[src/rtl/adc_rd_pkg.sv]
package adc_rd_pkg;

    typedef enum logic [2:0] {
        ST_IDLE   = 3'd0,
        ST_CNV_HI = 3'd1,
        ST_WAIT   = 3'd2,
        ST_SHIFT  = 3'd3,
        ST_DONE   = 3'd4
    } rd_state_t;

    // width of a counter able to hold values 0..n
    function automatic int cnt_w(input int n);
        return (n < 2) ? 1 : $clog2(n + 1);
    endfunction

endpackage

[src/rtl/adc_rd_sync.sv]
module adc_rd_sync (
    input  logic clk,
    input  logic rst,
    input  logic din,
    output logic dsync,
    output logic dfall
);
    logic [2:0] stg_q;

    // reset to the released (pulled-up) level
    always_ff @(posedge clk) begin
        if (rst) stg_q <= 3'b111;
        else     stg_q <= {stg_q[1:0], din};
    end

    assign dsync = stg_q[1];
    assign dfall = stg_q[2] & ~stg_q[1];
endmodule

[src/rtl/adc_rd_sclk.sv]
module adc_rd_sclk #(
    parameter int DATA_W     = 14,
    parameter int SCK_HALF   = 4,
    parameter int EXTRA_EDGE = 1
) (
    input  logic clk,
    input  logic rst,
    input  logic go,
    output logic sck,
    output logic cap_stb,
    output logic done_stb
);
    import adc_rd_pkg::*;

    localparam int NPULSE = DATA_W + ((EXTRA_EDGE != 0) ? 1 : 0);
    localparam int PW     = cnt_w(SCK_HALF);
    localparam int BW     = cnt_w(NPULSE);

    logic          active_q;
    logic [PW-1:0] phase_q;
    logic [BW-1:0] pulse_q;
    logic          low_end;

    assign low_end  = active_q && !sck && (phase_q == PW'(SCK_HALF - 1));
    assign cap_stb  = low_end && (pulse_q < BW'(DATA_W));
    assign done_stb = low_end && (pulse_q == BW'(NPULSE - 1));

    always_ff @(posedge clk) begin
        if (rst) begin
            active_q <= 1'b0;
            sck      <= 1'b0;
            phase_q  <= '0;
            pulse_q  <= '0;
        end else if (go && !active_q) begin
            active_q <= 1'b1;
            sck      <= 1'b1;
            phase_q  <= '0;
            pulse_q  <= '0;
        end else if (active_q) begin
            if (phase_q == PW'(SCK_HALF - 1)) begin
                phase_q <= '0;
                if (sck) begin
                    sck <= 1'b0;
                end else if (pulse_q == BW'(NPULSE - 1)) begin
                    active_q <= 1'b0;
                end else begin
                    sck     <= 1'b1;
                    pulse_q <= pulse_q + 1'b1;
                end
            end else begin
                phase_q <= phase_q + 1'b1;
            end
        end
    end

    // a clock phase never ends before SCK_HALF cycles
    a_r4_phase_len: assert property (@(posedge clk) disable iff (rst)
        (active_q && $past(active_q) && $changed(sck)) |-> $past(phase_q) == PW'(SCK_HALF - 1));
endmodule

[src/rtl/adc_busy_reader.sv]
module adc_busy_reader #(
    parameter int DATA_W     = 14,
    parameter int CNV_HIGH   = 4,
    parameter int CONV_MIN   = 20,
    parameter int CONV_MAX   = 40,
    parameter int TO_MARGIN  = 8,
    parameter int SCK_HALF   = 4,
    parameter int EXTRA_EDGE = 1
) (
    input  logic              clk,
    input  logic              rst,
    input  logic              start_i,
    input  logic              sdo_i,
    output logic              cnv_o,
    output logic              sck_o,
    output logic [DATA_W-1:0] sample_o,
    output logic              valid_o,
    output logic              timeout_o
);
    import adc_rd_pkg::*;

    localparam int LIMIT = CONV_MAX + TO_MARGIN;
    localparam int TW    = cnt_w(LIMIT);

    rd_state_t         state_q;
    logic [TW-1:0]     tcnt_q;
    logic [DATA_W-1:0] shreg_q;
    logic              sdo_s, sdo_fall;
    logic              accept, go;
    logic              cap_stb, done_stb;

    adc_rd_sync u_sync (
        .clk   (clk),
        .rst   (rst),
        .din   (sdo_i),
        .dsync (sdo_s),
        .dfall (sdo_fall)
    );

    assign accept = (state_q == ST_WAIT) && sdo_fall && (tcnt_q >= TW'(CONV_MIN));
    assign go     = accept;

    adc_rd_sclk #(
        .DATA_W     (DATA_W),
        .SCK_HALF   (SCK_HALF),
        .EXTRA_EDGE (EXTRA_EDGE)
    ) u_sclk (
        .clk      (clk),
        .rst      (rst),
        .go       (go),
        .sck      (sck_o),
        .cap_stb  (cap_stb),
        .done_stb (done_stb)
    );

    always_ff @(posedge clk) begin
        if (rst) begin
            state_q   <= ST_IDLE;
            tcnt_q    <= '0;
            cnv_o     <= 1'b0;
            valid_o   <= 1'b0;
            timeout_o <= 1'b0;
            sample_o  <= '0;
            shreg_q   <= '0;
        end else begin
            valid_o   <= 1'b0;
            timeout_o <= 1'b0;
            if (cap_stb) shreg_q <= {shreg_q[DATA_W-2:0], sdo_s};
            case (state_q)
                ST_IDLE: begin
                    if (start_i) begin
                        state_q <= ST_CNV_HI;
                        tcnt_q  <= '0;
                        cnv_o   <= 1'b1;
                    end
                end
                ST_CNV_HI: begin
                    tcnt_q <= tcnt_q + 1'b1;
                    if (tcnt_q == TW'(CNV_HIGH - 1)) begin
                        cnv_o   <= 1'b0;
                        state_q <= ST_WAIT;
                    end
                end
                ST_WAIT: begin
                    tcnt_q <= tcnt_q + 1'b1;
                    if (accept) begin
                        state_q <= ST_SHIFT;
                    end else if (tcnt_q == TW'(LIMIT - 1)) begin
                        timeout_o <= 1'b1;
                        state_q   <= ST_IDLE;
                    end
                end
                ST_SHIFT: begin
                    if (done_stb) state_q <= ST_DONE;
                end
                ST_DONE: begin
                    sample_o <= shreg_q;
                    valid_o  <= 1'b1;
                    state_q  <= ST_IDLE;
                end
                default: state_q <= ST_IDLE;
            endcase
        end
    end

    a_r9_cnv_sck_excl: assert property (@(posedge clk) disable iff (rst)
        !(cnv_o && sck_o));
    a_r2_cnv_low_wait: assert property (@(posedge clk) disable iff (rst)
        (state_q == ST_WAIT || state_q == ST_SHIFT) |-> !cnv_o);
    a_r6_valid_pulse: assert property (@(posedge clk) disable iff (rst)
        valid_o |=> !valid_o);
    a_r7_timeout_pulse: assert property (@(posedge clk) disable iff (rst)
        timeout_o |=> (!timeout_o && !valid_o && !cnv_o));
    a_r3_min_wait: assert property (@(posedge clk) disable iff (rst)
        $rose(sck_o) && $past(state_q) == ST_WAIT |-> $past(tcnt_q) >= TW'(CONV_MIN));
    a_r9_sck_idle: assert property (@(posedge clk) disable iff (rst)
        (state_q == ST_IDLE) |-> !sck_o);
endmodule

[config.mk]
export PLATFORM = sky130hd
export DESIGN_NAME = adc_busy_reader
export DESIGN_NICKNAME = d
export VERILOG_FILES = /design/src/rtl/adc_rd_pkg.sv /design/src/rtl/adc_rd_sync.sv /design/src/rtl/adc_rd_sclk.sv /design/src/rtl/adc_busy_reader.sv
export SDC_FILE = /design/constraint.sdc
export NUM_CORES = 1
export LEC_CHECK = 0
export ABC_AREA = 1
export BUFFER_PORTS_ARGS = -buffer_cell sky130_fd_sc_hd__buf_2
export CORE_ASPECT_RATIO = 0.8
export CORE_UTILIZATION = 40
export DETAILED_ROUTE_END_ITERATION = 8
export GPL_TIMING_DRIVEN = 0
export SYNTH_ARGS = -nofsm -noshare
export SYNTH_HDL_FRONTEND = slang
export SYNTH_SLANG_ARGS = --single-unit
export TNS_END_PERCENT = 20
[constraint.sdc]
create_clock -name clk -period 1.47 [get_ports clk]
set_input_delay 0.294 -clock clk [delete_from_list [all_inputs] [get_ports clk]]
set_output_delay 0.294 -clock clk [all_outputs]
set_load 0.02 [all_outputs]
==> results of run 1 <==
state kept, by name, indices dropped and copies added, names as in the netlist:
| register | flops |
|---|---|
| cnv_o | 1 |
| sample_o | 14 |
| shreg_q | 14 |
| state_q | 3 |
| tcnt_q | 6 |
| timeout_o | 1 |
| u_sclk.active_q | 1 |
| u_sclk.phase_q | 3 |
| u_sclk.pulse_q | 4 |
| u_sclk.sck | 1 |
| u_sync.stg_q | 3 |
| valid_o | 1 |
where the power goes:
part,internal (mW),switching (mW),total (mW)
Sequential,1.49,0.102,1.59
Clock,0.340,0.472,0.812
Combinational,0.218,0.386,0.604
synth_stat cells, drive strengths merged:
cell | number | share of area
dfxtp | 52 | 0.48
nand2 | 43 | 0.082
a21oi | 36 | 0.084
inv | 34 | 0.058
nor2 | 29 | 0.062
o21ai | 26 | 0.060
nand3 | 22 | 0.057
buf | 7 | 0.022
ha | 5 | 0.029
nand4 | 3 | 0.011
or2 | 3 | 0.0086
a211oi | 2 | 0.0069
clkbuf | 2 | 0.0034
nand3b | 2 | 0.0086
nor3 | 2 | 0.012
xor2 | 2 | 0.0080
a22oi | 1 | 0.0034
a31oi | 1 | 0.0029
nor3b | 1 | 0.0034
layout make-up:
cell class	count	area [um^2]
Buffer	9	56.3
Clock buffer	6	72.6
Clock inverter	2	16.3
Fill cell	526	2620
Inverter	34	128
Multi-Input combinational cell	178	985
Sequential cell	52	1050
Tap cell	62	77.6
Timing Repair Buffer	23	120
worst paths after layout:
check,endpoint,start,cells after the start
max,state_q[1],u_sclk.phase_q[1],9
min,u_sync.stg_q[0],sdo_i,2
max reg2reg,state_q[1],u_sclk.phase_q[1],9
min reg2reg,u_sync.stg_q[1],u_sync.stg_q[0],1
repair_timing:
| action | in CTS | in global routing |
|---|---|---|
| gates resized for setup | 0 | 11 |
| endpoints found under the setup margin | 0 | 7 |
| setup buffers | 0 | 2 |
| hold buffers | 0 | 0 |
metal layers:
layer | vias up | GRT usage | part of all wire
met3 | 5 | 0.0386 | 0.040
met5 | - | 0 | 0
met4 | 0 | 0.0508 | 0.0098
li1 | 949 | - | -
met1 | 816 | 0.227 | 0.53
met2 | 34 | 0.261 | 0.42
cells by family (layout without fill, tap and decap cells):
family / count (synthesis) / after routing / synth area share
simple gates: 105 / 105 / 0.246
flops: 52 / 52 / 0.477
buf+inv: 43 / 74 / 0.0842
fa+ha+maj: 5 / 5 / 0.0286
xor+xnor: 2 / 2 / 0.00802
compound gates: 66 / 66 / 0.157
==> metrics.md, run 1 <==
| Metric | Value |
|---|---|
| Status | `finished clean` |
| Via density | `4.93` |
| Fin util | `0.489` |
| Power per Cell Area | `1200 nW/um^2` |
| Setup slack, reg-to-reg | `0.10 ns` |
| Clock Skews | `0.0105 ns` |
| Pleak | `1.07 nW` |
| DR WL/cell | `11.9 um` |
| Pre-CTS setup slack | `0.0306 ns` |
| Register bit count reported by yosys | `52` |
| CORE AREA | `5120 um^2` |
| Root buf cell | `clkbuf_8` |
| GRT Total Usage | `0.166` |
| I/O Buffers | `21` |
| WP buf/inv | `2` |
| Max-cap violations | `0` |
| Slew HR | `0.700` |
| Min Tclk post-route | `1.37 ns` |
| Period utilization | `0.931` |
| Die ar. | `5760 um^2` |
| Clock sink total | `52` |
| Gpl congestion | `0.767` |
| Setup total negative slack | `0 ns` |
| Count of final setup violators | `0` |
| Initial Util | `0.426` |
| Htree depth | `2` |
| Crit Path Max Fanout | `5` |
| Gate Count Post-Synth | `273` |
| Worst-Skew Late Latency | `0.31 ns` |
| Final WL | `4370 um` |
| Netlist Area Pre-Place | `2180 um^2` |
| Routed Antenna Nets | `0` |
| IO Pins | `22` |
| Required @ worst endpoint | `1.68 ns` |
| Clk buf depth | `2` |
| # rows | `23` |
| Die height | `68.1 um` |
| Inst Count DP | `356` |
| Initial DRC count | `60` |
| DPL Wire Length | `3150 um` |
| Pin count of the biggest net entering global routing | `17` |
| Most frequent cells in the layout | `47 x dfxtp_1, 35 x a21oi_1, 35 x nand2_1` |
| Final instance area | `2500 um^2` |
| Synthesized Nets | `282` |
| Placed inst area | `2370 um^2` |
| Power, Total | `3.01 mW` |
| Final Non-Filler Cells | `366` |
| Number of global-route vias before repair | `1611` |
| Seq/Total Area, Yosys | `0.477` |
| TritonCTS Buffers | `5` |
| Critical Path AT | `1.58 ns` |
| Hold slack | `0.171 ns` |
| Library cells used by synthesis | `32` |
| Worst slew pin tran | `0.450 ns` |
| Family with the most delay on the worst path | `simple AND/OR/NAND/NOR gates` |
| Crit-path cells | `ha_4 > nand2_2 > nor2_4 > buf_6 > a21oi_2 > nor2_4 > nand3b_1 > nand2_1 > inv_1` |
| Nets@finish | `312` |
| GRT overflow | `0` |
| DRC errors left | `0` |
| Area grow syn2layout | `14.5%` |
| CTS tree | `done` |
| First-pass GRT wire length | `7380 um` |
| CP Class | `reg -> reg` |
| Mean Syn Cell Area | `8.00 um^2` |
| Die Wd | `84.6 um` |
| Max incr delay on CP | `0.39 ns` |
| Most common cell after layout, fill and taps aside | `dfxtp_1` |
| Setup crit start kind | `flip-flop` |
| Inserted Diodes | `0` |
| Maximum VDD drop | `574 uV` |
| Top cell by count, worst path | `nor2_4` |
| Via count | `1804` |
| Worst hold path class | `in -> reg` |
| Fmax | `731 MHz` |
| Fin worst setup slack | `0.102 ns` |
| Crit end category | `flip-flop` |
| Final Hold Violating Endpoints | `0` |
| CP max stage cell | `dfxtp_1` |
| Initial antenna violation count | `0` |
| Max-slew violations | `0` |
| Reg clk slew, reported paths | `0.09 ns` |
| Drt first pass iters | `6` |
| Share of post-route cells with drive strength above 1 | `0.234` |
| Ys Warns | `0` |
Power figures use the tool's default switching activity.
==> run 2, diff against run 1 <==
Settings changed: ABC_AREA 1 to default.
==> metrics.md, run 2 <==
| Metric | Value |
|---|---|
| Synthesized Nets | `262` |
| Synth Area in Adders | `0.0282` |
| Final Hold Violating Endpoints | `0` |
| DPL Wire Length | `3060 um` |
| Area occupied by multi-input gates | `1150 um^2` |
| Post-synth EDFFs | `0` |
| Root buf cell | `clkbuf_8` |
| IO Pins | `22` |
| Largest registers | `sample_o: 14 flops, shreg_q: 14 flops, tcnt_q: 6 flops` |
| R2r startpoint | `state_q[0]` |
| Most frequent cells in the layout | `42 x dfxtp_1, 40 x nand2_1, 30 x nor2_1` |
| GRT overflow | `0` |
| Seq/Total Area, Yosys | `0.469` |
| Synth Area in Simple Gates | `0.242` |
| CP Class | `reg -> reg` |
| Origin of the worst setup path | `state_q[0]` |
| Fmax | `651 MHz` |
| Die Wd | `85.3 um` |
| Slew HR | `0.660` |
| Main area contributors after synthesis | `dfxtp_1 47%, nand2_1 6.9%, mux2i_1 5.9%` |
| Share of post-route cells with drive strength above 1 | `0.236` |
| Status | `complete, but fails checks` |
| Initial antenna violation count | `0` |
| Crit Path Max Fanout | `7` |
| Nets@finish | `296` |
| DRC errors left | `0` |
| Gate Count Post-Synth | `253` |
| Die height | `68.6 um` |
| Ys Warns | `0` |
| Power per Cell Area | `991 nW/um^2` |
| # rows | `23` |
| Initial Util | `0.429` |
| Hold Startpoint | `sdo_i` |
| Library cells used by synthesis | `43` |
| Mean Syn Cell Area | `8.78 um^2` |
| GRT Total Usage | `0.166` |
| Fill cell count | `496` |
| Initial DRC count | `61` |
| Netlist Area Pre-Place | `2220 um^2` |
| First-pass GRT wire length | `7370 um` |
| TritonCTS Buffers | `5` |
| Required @ worst endpoint | `1.67 ns` |
| Via density | `5.09` |
| Fin util | `0.520` |
| Family with the most delay on the worst path | `simple AND/OR/NAND/NOR gates` |
| Setup crit start kind | `flip-flop` |
| Number of global-route vias before repair | `1522` |
| Htree depth | `2` |
| Maximum VDD drop | `498 uV` |
| Pin count of the biggest net entering global routing | `17` |
| Largest family of logic cells by synthesized area | `simple AND/OR/NAND/NOR gates` |
| Gpl congestion | `0.774` |
| I/O Buffers | `20` |
| Crit end category | `flip-flop` |
| Clk buf depth | `2` |
| FFs w/ async S/R, synth | `0` |
| Via count | `1780` |
| Max-slew violations | `0` |
| Synth Area in Compound Gates | `0.135` |
| Largest area contributor in the netlist | `dfxtp_1` |
| CP max stage cell | `or4b_4` |
| Drt first pass iters | `4` |
| Most common cell after layout, fill and taps aside | `dfxtp_1` |
| Inserted Diodes | `0` |
| Reg clk slew, reported paths | `0.10 ns` |
| Register Area | `1060 um^2` |
| Failing checks | `setup timing` |
| Crit-path cells | `nor3b_4 > or4b_4 > o21bai_4 > nor2_1` |
| Mux contribution to synthesized area | `0.0586` |
| Final WL | `4540 um` |
| Die ar. | `5860 um^2` |
| Pleak | `1.10 nW` |
| Post-Synth XOR/XNOR Area | `0.0276` |
| Register bit count reported by yosys | `52` |
| Cell with the most instances after synthesis | `dfxtp_1` |
| Worst-Skew Late Latency | `0.31 ns` |
| Period utilization | `1.05` |
| Top cell type's share of synthesized area | `0.469` |
| Max incr delay on CP | `0.53 ns` |
| Power, Total | `2.67 mW` |
| DR WL/cell | `13.0 um` |
| CORE AREA | `5180 um^2` |
| Routed Antenna Nets | `0` |
| RSZ-0062 raised after global routing | `yes` |
| Hold slack | `0.175 ns` |
| Max-cap violations | `0` |
| WP buf/inv | `0` |
| Clock sink total | `52` |
| Worst slew pin tran | `0.497 ns` |
| Min Tclk post-route | `1.54 ns` |
| Count of final setup violators | `20` |
| Worst hold path class | `in -> reg` |
| Fin worst setup slack | `-0.0666 ns` |
| CTS tree | `done` |
| Critical Path AT | `1.74 ns` |
| Area grow syn2layout | `21.2%` |
| Synth top cells by count | `52 x dfxtp_1, 41 x nand2_1, 30 x nor2_1, 23 x a21oi_1, 13 x mux2i_1` |
| Clock Skews | `0.00550 ns` |
| Ys flop type | `dfxtp_1` |
| Setup total negative slack | `-0.636 ns` |
==> run 2: changes by cell type after synthesis, moves of 6 or more <==
cell      change
o21ai_0      -20
a21oi_1      -12
nand3_1      -11
mux2i_1      +13
inv_1        -22
nor2_1        +6
clkbuf_1      +7
nand2_2       -7
==> run 2: metrics by stage <==
step,cells,cell area (um^2),worst slack [ns]
2_1_floorplan,253,2240,-0.0613
3_3_place_gp,335,2420,-0.273
3_5_place_dp,335,2420,-0.259
4_1_cts,348,2640,-0.0843
5_1_grt,350,2690,-0.137
6_report,350,2690,-0.0666
==> run 2: layout make-up <==
type                    count  share of cell area
multi-input cells         180               0.427
flip-flops and latches     52               0.395
repair buffers             28              0.0669
clock buffers               6              0.0307
well taps                  62              0.0288
plain buffers              12              0.0260
clock inverters             2              0.0144
inverters                   8              0.0112
==> run 2: power by group <==
group	total [mW]	internal (mW)	switching (mW)
Combinational	0.174	0.0761	0.0983
Clock	1.05	0.557	0.492
Sequential	1.44	1.42	0.0201
Total	2.67	2.06	0.610
==> run 2: final timing paths <==
path | endpoint | slack, ns | cells after the start
setup / recovery | u_sclk.phase_q[0] | -0.07 | 4
hold / removal | u_sync.stg_q[0] | 0.18 | 2
setup reg to reg | u_sclk.phase_q[0] | -0.07 | 4
hold reg to reg | u_sync.stg_q[1] | 0.42 | 1
==> run 2: logic make-up after synthesis <==
family,count (synthesis)
compound gates,45
xor+xnor,7
fa+ha+maj,5
buf+inv,21
flops,52
mux,13
simple gates,110
==> run 2: per-layer routing <==
metal,share of wire,GRT usage
met1,0.54,0.235
met3,0.035,0.0500
met5,0,0
met2,0.41,0.239
met4,0.012,0.0563
==> run 2: worst register-to-register path: cells and delay by family (launching register included) <==
family,cells,cell delay (ns)
and+or+nand+nor,3,0.82
DFF,1,0.38
AOI/OAI and AO/OA,1,0.24
==> run 2: repair_timing <==
action,CTS,global route
gates resized for setup,18,12
pin swaps,8,7
gates cloned,1,0
setup endpoints to repair,36,40
hold buffers,0,0
buffers inserted,5,2
==> run 3, diff against run 2 <==
Settings changed: CORE_UTILIZATION 40 to 25, REMOVE_ABC_BUFFERS from default to 1.
==> metrics.md, run 3 (synthesis gave the netlist of run 2 again) <==
| Metric | Value |
|---|---|
| Most common cell after layout, fill and taps aside | `dfxtp_1` |
| DR WL/cell | `12.1 um` |
| Via density | `4.62` |
| P_sw | `0.614 mW` |
| Period utilization | `1.04` |
| Share of total power in the clock network | `0.336` |
| Final WL | `4780 um` |
| Maximum VDD drop | `456 uV` |
| Setup crit start kind | `flip-flop` |
| Crit end category | `flip-flop` |
| Htree depth | `2` |
| Setup slack, reg-to-reg | `-0.06 ns` |
| Clock Skews | `0.0169 ns` |
| Worst slew pin tran | `0.773 ns` |
| Initial Util | `0.260` |
| Fmax | `655 MHz` |
| Die height | `86.3 um` |
| Worst-Skew Late Latency | `0.32 ns` |
| CP Class | `reg -> reg` |
| Reg2reg end | `u_sclk.pulse_q[1]` |
| Comb pwr share | `0.077` |
| RSZ-0062 raised after global routing | `yes` |
| Int Power | `1.85 mW` |
| DPL Wire Length | `2770 um` |
| Status | `complete, but fails checks` |
| First-pass GRT wire length | `7440 um` |
| Reg clk slew, reported paths | `0.09 ns` |
| Seq pwr share | `0.587` |
| Slew HR | `0.485` |
| Critical Path AT | `1.72 ns` |
| Power, Total | `2.46 mW` |
| Initial DRC count | `128` |
| Top sig layer | `met4` |
| Count of final setup violators | `8` |
| Failing checks | `setup timing` |
| Nets@finish | `290` |
| Drt first pass iters | `4` |
| Area grow syn2layout | `23.2%` |
| Share of post-route cells with drive strength above 1 | `0.280` |
| DRC errors left | `0` |
| Hold path endpoint | `u_sync.stg_q[0]` |
| CORE AREA | `8560 um^2` |
| Pleak | `1.06 nW` |
| Pin count of the biggest net entering global routing | `44` |
| Root buf cell | `clkbuf_8` |
| CTS tree | `done` |
| Min Tclk post-route | `1.53 ns` |
| Max-slew violations | `0` |
| Hold Startpoint | `sdo_i` |
| Met3 wire len | `139 um` |
| Hold slack | `0.173 ns` |
| Largest registers | `sample_o: 14 flops, shreg_q: 14 flops, tcnt_q: 6 flops` |
| Wire length on met2 | `2250 um` |
| GRT overflow | `0` |
| Number of global-route vias before repair | `1600` |
| Pre-CTS setup slack | `-0.451 ns` |
| Clk buf depth | `2` |
| Worst hold path class | `in -> reg` |
| Via count | `1821` |
| Max-cap violations | `0` |
| Initial antenna violation count | `0` |
| Met1 wire length | `2310 um` |
| Worst reg-to-reg path cell count | `4` |
| Hold path cells | `2` |
| Gpl congestion | `0.790` |
| Required @ worst endpoint | `1.66 ns` |
| Routed Antenna Nets | `0` |
| Clock sink total | `52` |
| Die Wd | `107 um` |
| Sw Share | `0.249` |
| Most frequent cells in the layout | `42 x dfxtp_1, 39 x nand2_1, 30 x nor2_1` |
| Power per Cell Area | `900 nW/um^2` |
| Crit Path Max Fanout | `7` |
| # rows | `30` |
| GRT Total Usage | `0.101` |
| Fin worst setup slack | `-0.0565 ns` |
| TritonCTS Buffers | `5` |
| I/O Buffers | `21` |
| IO Pins | `22` |
| Inserted Diodes | `0` |
| Die ar. | `9270 um^2` |
| Final Hold Violating Endpoints | `0` |
| R2r startpoint | `state_q[1]` |
==> run 3: per-stage QoR <==
step           std cells  utilization  area, um^2  setup TNS (ns)
2_1_floorplan        240            -        2160           -4.35
5_1_grt              394        0.320        2740          -0.964
3_5_place_dp         373        0.281        2410          -14.82
6_report             394        0.320        2740          -0.389
3_3_place_gp         373        0.281        2410          -13.64
4_1_cts              388        0.303        2590          -0.952
==> run 3: worst max-delay path, cell delays in order, from the launching register on <==
cell	delay, ns
dfxtp_4	0.38
nor3b_4	0.19
or4b_4	0.53
o21bai_4	0.24
a311oi_1	0.07
==> run 3: area by class of cell <==
cell class	instances	area, um^2
multi-input combinational	181	1210
clock buffer	6	72.6
timing repair buffer	33	195
fill	913	5820
tap	112	140
sequential	52	1070
clock inverter	2	16.3
inverter	8	30.0
==> run 3: metal layers <==
layer,track usage,up-vias
met3,0.0293,7
li1,-,933
met1,0.133,863
met4,0.0423,0
met2,0.155,18
met5,0,-
==> run 3: worst max-delay path by stage <==
stage | cells past startpoint | slack (ns) | endpoint | startpoint
after CTS | 4 | -0.08 | u_sclk.pulse_q[1] | state_q[1]
final | 4 | -0.06 | u_sclk.pulse_q[1] | state_q[1]
after detailed placement | 4 | -0.45 | u_sclk.phase_q[2] | state_q[1]
after global placement | 4 | -0.44 | u_sclk.phase_q[2] | state_q[1]
after global routing | 4 | -0.12 | u_sclk.pulse_q[1] | state_q[1]
after floorplan | 4 | -0.23 | u_sclk.phase_q[2] | state_q[1]
==> run 3: what timing repair did <==
action                                  4_1_cts  5_1_grt
gates cloned                                  0        1
buffers inserted                              7        5
pin swaps                                     6        6
resized for setup                            19       25
endpoints found under the setup margin       46       45
hold buffers                                  0        0
==> run 3: power by group through the flow <==
stage | clock network, mW | registers [mW] | logic, mW
5_1_grt | 0.911 | 1.45 | 0.211
3_5_place_dp | 0 | 1.49 | 0.135
4_1_cts | 0.846 | 1.45 | 0.167
3_3_place_gp | 0 | 1.49 | 0.131
2_1_floorplan | 0 | 1.48 | 0.0891
6_report | 0.827 | 1.45 | 0.190
